<file path="config.mk">
export PLATFORM = sky130hd
export DESIGN_NAME = afsk_tx_mod
export DESIGN_NICKNAME = d
export VERILOG_FILES = /design/src/rtl/afsk_tx_pkg.sv /design/src/rtl/afsk_tx_ctrl.sv /design/src/rtl/afsk_tx_synth.sv /design/src/rtl/afsk_tx_mod.sv
export SDC_FILE = /design/constraint.sdc
export NUM_CORES = 1
export LEC_CHECK = 0
export ABC_CLOCK_PERIOD_IN_PS = 12000
export BUFFER_PORTS_ARGS = -buffer_cell sky130_fd_sc_hd__buf_2
export CAP_MARGIN = 20
export CORE_MARGIN = 2
export CORE_UTILIZATION = 35
export CTS_CLUSTER_DIAMETER = 120
export DETAILED_ROUTE_END_ITERATION = 16
export PLACE_DENSITY_LB_ADDON = 0.05
export SLEW_MARGIN = 25
export SYNTH_ARGS = -nofsm -noshare
export SYNTH_HDL_FRONTEND = slang
export SYNTH_SLANG_ARGS = --single-unit
export TNS_END_PERCENT = 50
</file>
<file path="constraint.sdc">
create_clock -name clk -period 12 [get_ports clk]
set_input_delay 1.2 -clock clk [delete_from_list [all_inputs] [get_ports clk]]
set_output_delay 1.2 -clock clk [all_outputs]
set_load 0.02 [all_outputs]
</file>
<file path="src/rtl/afsk_tx_pkg.sv">
package afsk_tx_pkg;
  localparam logic [7:0] FLAG_BYTE  = 8'h7E;
  localparam logic [7:0] RESET_BYTE = 8'h7F;
  localparam logic [7:0] ESC_BYTE   = 8'h1B;

  // strobes from the framing control to the tone synthesizer
  typedef struct packed {
    logic clearPhase;  // transmission start: phase to zero
    logic advance;     // tick while sending: step phase, emit sample
    logic park;        // tick on which sending stops: output to midscale
    logic space;       // tone for this tick: 1 = space, 0 = mark
  } toneStrobe_t;
endpackage

</file>
<file path="src/rtl/afsk_tx_ctrl.sv">
module afsk_tx_ctrl
  import afsk_tx_pkg::*;
#(
  parameter int SAMPLES_PER_BIT = 8,
  parameter int COUNT_W         = 16,
  parameter int STUFF_LIMIT     = 5
) (
  input  logic               clk,
  input  logic               rstN,
  input  logic               sampleTick,
  input  logic [COUNT_W-1:0] preambleLen,
  input  logic [COUNT_W-1:0] tailLen,
  input  logic [7:0]         inData,
  input  logic               inValid,
  output logic               inReady,
  output logic               busy,
  output toneStrobe_t        strb
);
  localparam int IDX_W  = (SAMPLES_PER_BIT > 1) ? $clog2(SAMPLES_PER_BIT) : 1;
  localparam int ONES_W = $clog2(STUFF_LIMIT + 9);
  localparam logic [IDX_W-1:0]  IDX_RELOAD = IDX_W'(SAMPLES_PER_BIT - 1);
  localparam logic [ONES_W-1:0] ONES_MAX   = ONES_W'(STUFF_LIMIT);

  logic [IDX_W-1:0]   sampleIdx, idxN;
  logic [7:0]         bitMask, maskN, maskW;
  logic [7:0]         curByte, byteN;
  logic               stuffEn, stuffN;
  logic [ONES_W-1:0]  onesCnt, onesN, onesW;
  logic [COUNT_W-1:0] preLeft, preN, tailLeft, tailN;
  logic               toneSpace, toneN;
  logic               busyN;
  logic [1:0][7:0]    holdData, holdN;
  logic [1:0]         holdCnt, cntN;
  logic [1:0]         popCnt;
  logic               stopNow, litByte, work, haveByte;

  assign haveByte = (holdCnt != 2'd0);
  assign work     = busy && sampleTick;
  assign inReady  = (holdCnt != 2'd2);

  // framing, stuffing and NRZI decision for one tick
  always_comb begin
    busyN = busy; idxN = sampleIdx; maskN = bitMask; byteN = curByte;
    stuffN = stuffEn; onesN = onesCnt; preN = preLeft; tailN = tailLeft;
    toneN = toneSpace; popCnt = 2'd0; stopNow = 1'b0; litByte = 1'b0;
    onesW = onesCnt; maskW = bitMask;
    if (!busy) begin
      if (haveByte) begin
        busyN = 1'b1; toneN = 1'b0; onesN = '0;
        preN = preambleLen; tailN = tailLen; idxN = '0; maskN = '0;
      end
    end else if (work) begin
      if (sampleIdx == '0) begin
        if (bitMask == '0) begin
          if (!haveByte && tailLeft == '0) begin
            stopNow = 1'b1;
          end else begin
            if (!stuffEn) onesW = '0;
            stuffN = 1'b1;
            if (preLeft != '0) begin
              preN = preLeft - 1'b1; byteN = FLAG_BYTE;
            end else if (!haveByte) begin
              tailN = tailLeft - 1'b1; byteN = FLAG_BYTE;
            end else begin
              byteN = holdData[0]; popCnt = 2'd1;
              if (holdData[0] == ESC_BYTE) begin
                if (holdCnt == 2'd2) begin
                  byteN = holdData[1]; popCnt = 2'd2; litByte = 1'b1;
                end else begin
                  stopNow = 1'b1;
                end
              end
            end
            if (!litByte && (byteN == FLAG_BYTE || byteN == RESET_BYTE)) stuffN = 1'b0;
            maskW = 8'h01;
          end
        end
        if (stopNow) begin
          busyN = 1'b0;
        end else begin
          idxN = IDX_RELOAD;
          if (stuffN && onesW >= ONES_MAX) begin
            onesN = '0; toneN = !toneSpace; maskN = maskW;
          end else if (|(byteN & maskW)) begin
            onesN = onesW + 1'b1; maskN = maskW << 1;
          end else begin
            onesN = '0; toneN = !toneSpace; maskN = maskW << 1;
          end
        end
      end else begin
        idxN = sampleIdx - 1'b1;
      end
    end
  end

  // two-byte lookahead so an escape and its follower are seen together
  always_comb begin
    holdN = holdData; cntN = holdCnt;
    if (popCnt == 2'd2) begin
      cntN = 2'd0;
    end else if (popCnt == 2'd1) begin
      holdN[0] = holdData[1]; cntN = holdCnt - 2'd1;
    end
    if (inValid && inReady) begin
      holdN[cntN[0]] = inData; cntN = cntN + 2'd1;
    end
  end

  always_ff @(posedge clk) begin
    if (!rstN) begin
      busy <= 1'b0; sampleIdx <= '0; bitMask <= '0; curByte <= '0;
      stuffEn <= 1'b0; onesCnt <= '0; preLeft <= '0; tailLeft <= '0;
      toneSpace <= 1'b0; holdData <= '0; holdCnt <= 2'd0;
    end else begin
      busy <= busyN; sampleIdx <= idxN; bitMask <= maskN; curByte <= byteN;
      stuffEn <= stuffN; onesCnt <= onesN; preLeft <= preN; tailLeft <= tailN;
      toneSpace <= toneN; holdData <= holdN; holdCnt <= cntN;
    end
  end

  always_comb begin
    strb.clearPhase = !busy && haveByte;
    strb.advance    = work && !stopNow;
    strb.park       = work && stopNow;
    strb.space      = toneN;
  end

  // with stuffing on, a run never exceeds the limit
  p_ones_bound_r5: assert property (@(posedge clk) disable iff (!rstN)
    busy && stuffEn |-> onesCnt <= ONES_MAX);
  // one data bit at a time
  p_mask_onehot_r4: assert property (@(posedge clk) disable iff (!rstN)
    $onehot0(bitMask));
  // tone only moves at a bit boundary
  p_tone_steady_r4: assert property (@(posedge clk) disable iff (!rstN)
    busy && !(sampleTick && sampleIdx == '0) |=> $stable(toneSpace));
  // sending ends only on a tick
  p_stop_on_tick_r8: assert property (@(posedge clk) disable iff (!rstN)
    $fell(busy) |-> $past(sampleTick));
  // bit timing frozen between ticks
  p_idx_quiet_r10: assert property (@(posedge clk) disable iff (!rstN)
    busy && !sampleTick |=> $stable(sampleIdx));
endmodule

</file>
<file path="src/rtl/afsk_tx_synth.sv">
module afsk_tx_synth
  import afsk_tx_pkg::*;
#(
  parameter int TABLE_BITS = 9,
  parameter int MARK_INC   = 64,
  parameter int SPACE_INC  = 117,
  parameter int SAMPLE_W   = 8
) (
  input  logic                clk,
  input  logic                rstN,
  input  toneStrobe_t         strb,
  output logic [SAMPLE_W-1:0] sampleOut
);
  localparam int  TABLE_LEN = 1 << TABLE_BITS;
  localparam int  MID_I     = 1 << (SAMPLE_W - 1);
  localparam real AMP       = real'(MID_I - 1);
  localparam real TWO_PI    = 6.283185307179586;
  localparam logic [SAMPLE_W-1:0] MID = SAMPLE_W'(MID_I);

  logic [SAMPLE_W-1:0]   sineRom [TABLE_LEN];
  logic [TABLE_BITS-1:0] phaseAcc, phaseStep, phaseNext;

  for (genvar i = 0; i < TABLE_LEN; i++) begin : g_rom
    localparam int ENTRY = int'(real'(MID_I) + AMP * $sin(TWO_PI * real'(i) / real'(TABLE_LEN)));
    assign sineRom[i] = SAMPLE_W'(ENTRY);
  end

  assign phaseStep = strb.space ? TABLE_BITS'(SPACE_INC) : TABLE_BITS'(MARK_INC);
  assign phaseNext = phaseAcc + phaseStep;  // wraps at table length

  always_ff @(posedge clk) begin
    if (!rstN) begin
      phaseAcc  <= '0;
      sampleOut <= MID;
    end else if (strb.clearPhase) begin
      phaseAcc <= '0;
    end else if (strb.advance) begin
      phaseAcc  <= phaseNext;
      sampleOut <= sineRom[phaseNext];
    end else if (strb.park) begin
      sampleOut <= MID;
    end
  end

  // output returns to midscale when sending stops
  p_park_mid_r8: assert property (@(posedge clk) disable iff (!rstN)
    strb.park |=> sampleOut == MID);
  // output holds without a tick
  p_hold_out_r10: assert property (@(posedge clk) disable iff (!rstN)
    !strb.advance && !strb.park |=> $stable(sampleOut));
  // start clears the phase
  p_start_zero_r2: assert property (@(posedge clk) disable iff (!rstN)
    strb.clearPhase |=> phaseAcc == '0);
endmodule

</file>
<file path="src/rtl/afsk_tx_mod.sv">
module afsk_tx_mod
  import afsk_tx_pkg::*;
#(
  parameter int SAMPLES_PER_BIT = 8,
  parameter int TABLE_BITS      = 9,
  parameter int MARK_INC        = 64,
  parameter int SPACE_INC       = 117,
  parameter int SAMPLE_W        = 8,
  parameter int COUNT_W         = 16
) (
  input  logic                clk,
  input  logic                rstN,
  input  logic                sampleTick,
  input  logic [COUNT_W-1:0]  preambleLen,
  input  logic [COUNT_W-1:0]  tailLen,
  input  logic [7:0]          inData,
  input  logic                inValid,
  output logic                inReady,
  output logic                busy,
  output logic [SAMPLE_W-1:0] sampleOut
);
  toneStrobe_t strb;

  afsk_tx_ctrl #(
    .SAMPLES_PER_BIT(SAMPLES_PER_BIT),
    .COUNT_W(COUNT_W),
    .STUFF_LIMIT(5)
  ) u_ctrl (
    .clk(clk), .rstN(rstN), .sampleTick(sampleTick),
    .preambleLen(preambleLen), .tailLen(tailLen),
    .inData(inData), .inValid(inValid), .inReady(inReady),
    .busy(busy), .strb(strb)
  );

  afsk_tx_synth #(
    .TABLE_BITS(TABLE_BITS),
    .MARK_INC(MARK_INC),
    .SPACE_INC(SPACE_INC),
    .SAMPLE_W(SAMPLE_W)
  ) u_synth (
    .clk(clk), .rstN(rstN), .strb(strb), .sampleOut(sampleOut)
  );
endmodule

</file>
==> results by group <==
Outcome
  – Status: completed

Drt
  – Vias per std cell: 6.309
  – Mean routed wirelength per cell: around 21 µm
  – Routed Antenna Nets: 0
  – WL final: 28,530 µm
  – DRT Pass-1 Iters: 5
  – Total number of vias: 8,536
  – DRT iter0 DRCs: 736
  – DRC viols: 0

Yosys
  – Syn avg cell area: 7.280 µm²
  – Syn_nets: around 1,100
  – Main synth FF type: dfxtp_1
  – FF+latch count, synth: 93
  – Post-synthesis cell area: roughly 7800 µm²
  – Register area share after synthesis: 0.2372
  – Yosys top cell area share: 0.2372
  – Main area contributors after synthesis: dfxtp_1 24%, a21oi_1 5.9%, nor2_1 5.6%
  – Gate Count Post-Synth: 1,078
  – FFs w/ async S/R, synth: 0
  – Number of synthesized flops with an enable pin: 0
  – Synthesis Warnings: 0
  – Yosys top cell by area: dfxtp_1
  – Distinct cells, synth: 93

Critical path
  – CP required: 12,250 ps
  – Worst-case reg-to-reg path depth: 26
  – Critical path launch point type: flip-flop
  – Critical Path Sink Type: flip-flop
  – Critical R2R Launch: u_ctrl.holdCnt[0]
  – R2R Setup Slk: 4850 ps
  – R2r endpoint: u_synth.sampleOut[2]
  – Slowest stage delay, CP: between 500 and 600 ps
  – Critical Path AT: 7400 ps
  – Critical Path Slowest Stage Cell: nor4_1
  – Setup CP Type: flip-flop to flip-flop
  – Crit-path max FO: 51

Power
  – Peak supply drop: 0.1007 mV
  – Leakage: 3.165 nW
  – Power Dens Cells: 206.9 nW/µm²

Clocking
  – Worst-path clk slew: 70 ps
  – Post-CTS sizing: 0
  – CTS Buf Count: 9
  – H-tree depth: 3
  – CTS tree: built
  – Setup Buffers After CTS: 0
  – Latest clock arrival within the worst-skew pair: 360 ps
  – CTS root buf: clkbuf_16
  – Hold Buf Count CTS: 0
  – CTS sink count: 93
  – Clk buf depth: 2

Floorplanning
  – Initial Util: 0.3585
  – Core area: around 22,000 µm²
  – I/O pins: 54
  – Die Area: 23,640 µm²
  – Chip width: between 150 and 200 µm
  – FP Rows: 54
  – Die height: 153.7 µm

Timing
  – Slew Viols, Final: 0
  – Period utilization: 0.5961
  – Min Tclk post-route: 7153 ps
  – Fin Setup TNS: 0 ps
  – Worst rel slew slack: 0.3752
  – Hold Fails Final Rpt: 0
  – Fmax: approximately 140 MHz
  – Final setup fails: 0
  – Worst-Margin Slew: around 940 ps
  – Setup Skew: 13.49 ps
  – Unrepaired setup endpoints after global routing: false

Place
  – Number of buffers inserted by port buffering: 53
  – DP HPWL: 19,650 µm
  – Global placer's final weighted congestion: 0.9516

Hold path
  – Hold Path Cell Cnt: 2
  – Hold Path End: u_synth.sampleOut[6]
  – Min-delay worst type: flip-flop to flip-flop
  – Hold path startpoint: u_synth.sampleOut[6]

Global route
  – First-pass GRT wire length: 44,880 µm
  – GRT overflow: 0
  – Vias in the first global route: 8,005
  – Antenna violations before repair: 0
  – Largest net degree at the start of global routing: 64
  – Total Routing Usage GR: 0.2342

Final layout
  – Most frequent cells in the layout: 116 x nor2_1, 104 x nand2_1, 92 x a21oi_1, 92 x dfxtp_1, 79 x o21ai_0
  – Syn-to-layout area delta: 9.391%
  – Nets: 1,139
  – Antenna Cells: 0
  – Layout cells sized above 1: 0.1370
  – Post-layout util: 0.3921
  – Most common cell after layout, fill and taps aside: nor2_1

Flow run
  – Max-cap violations: 0
[per-layer routing]
| metal | up-vias | global-route usage | routed length (µm) |
|---|---|---|---|
| met3 | 65 | 0.03382 | 1683 |
| met1 | 4067 | 0.3083 | 12740 |
| li1 | 4074 | - | - |
| met5 | - | 0 | 0 |
| met4 | 0 | 0.09305 | 986 |
| met2 | 330 | 0.3865 | 13120 |
[Yosys cell counts, types with 13 or more instances]
cell type / instances
a311oi_1: 13
a21oi_1: 92
o221a_2: 16
inv_1: 26
mux2i_1: 22
o21ai_0: 79
nor3_1: 33
dfxtp_1: 93
o211ai_1: 20
buf_1: 14
nor4_1: 15
nor2_1: 117
a31oi_1: 32
ha_1: 27
buf_2: 21
clkbuf_1: 53
nand2_1: 104
nand3_1: 32
a211oi_1: 34
[cell families (layout without fill, tap and decap cells)]
| family | Yosys count | after routing | share of synthesized area |
|---|---|---|---|
| compound gates | 420 | 420 | 0.3732 |
| simple gates | 380 | 380 | 0.2347 |
| buf+inv | 119 | 114 | 0.06234 |
| flops | 93 | 93 | 0.2372 |
| fa+ha+maj | 27 | 27 | 0.04305 |
| mux | 25 | 25 | 0.03380 |
| xor+xnor | 14 | 14 | 0.01563 |
[metrics by stage]
stage / power, mW / setup WS [ps] / instance area, µm² / cells / hold slack [ps]
2_1_floorplan: 1.171 / 6066 / 7848 / 1078 / 431.3
3_3_place_gp: 1.458 / 5019 / 8253 / 1336 / 445.1
3_5_place_dp: 1.442 / 4888 / 8258 / 1336 / 447.4
4_1_cts: 1.772 / 4893 / 8579 / 1352 / 455.2
5_1_grt: 1.901 / 4224 / 8584 / 1353 / 491.1
6_report: 1.776 / 4847 / 8584 / 1353 / 451.9
[power by group]
part	internal, mW	switching [mW]
sequential	0.362	0.0534
clock	0.184	0.135
combinational	0.357	0.684
[worst max-delay path: cells and delay by family (launching register included)]
kind / cells / cell delay, ps
flip-flops: 1 / 320
AND/OR/NAND/NOR: 3 / 1130
adder cells (fa/ha/maj): 4 / 1240
XOR/XNOR: 1 / 120
AO/OA/AOI/OAI: 12 / 2470
multiplexers: 1 / 490
buffers and inverters: 5 / 1270
[flip-flops by register name, summed over array words and instances, names as in the netlist]
name,flops
u_ctrl.sampleIdx,3
u_ctrl.holdCnt,2
u_ctrl.tailLeft,16
u_ctrl.preLeft,16
u_synth.phaseAcc,9
u_ctrl.curByte,8
u_synth.sampleOut,8
u_ctrl.toneSpace,1
u_ctrl.bitMask,8
u_ctrl.holdData,16
u_ctrl.busy,1
u_ctrl.onesCnt,4
u_ctrl.stuffEn,1
[worst max path at each step]
stage	startpoint	endpoint	slack (ps)	depth (start not counted)
2_1_floorplan	u_ctrl.bitMask[7]	u_synth.sampleOut[2]	6070	24
3_3_place_gp	u_ctrl.holdCnt[0]	u_synth.sampleOut[2]	5020	26
3_5_place_dp	u_ctrl.holdCnt[0]	u_synth.sampleOut[2]	4890	26
4_1_cts	u_ctrl.holdCnt[0]	u_synth.sampleOut[2]	4890	26
5_1_grt	u_ctrl.holdCnt[0]	u_synth.sampleOut[2]	4220	26
6_report	u_ctrl.holdCnt[0]	u_synth.sampleOut[2]	4850	26
[area by class of cell]
| class | count | area (µm²) |
|---|---|---|
| clock buffer | 9 | 225.2 |
| clock inverter | 7 | 96.34 |
| fill | 2354 | 13310 |
| inverter | 27 | 101.3 |
| multi-input combinational | 866 | 5550 |
| sequential | 93 | 1863 |
| tap | 280 | 350.3 |
| timing repair buffer | 71 | 397.9 |
(Power assumes the default switching activity.)
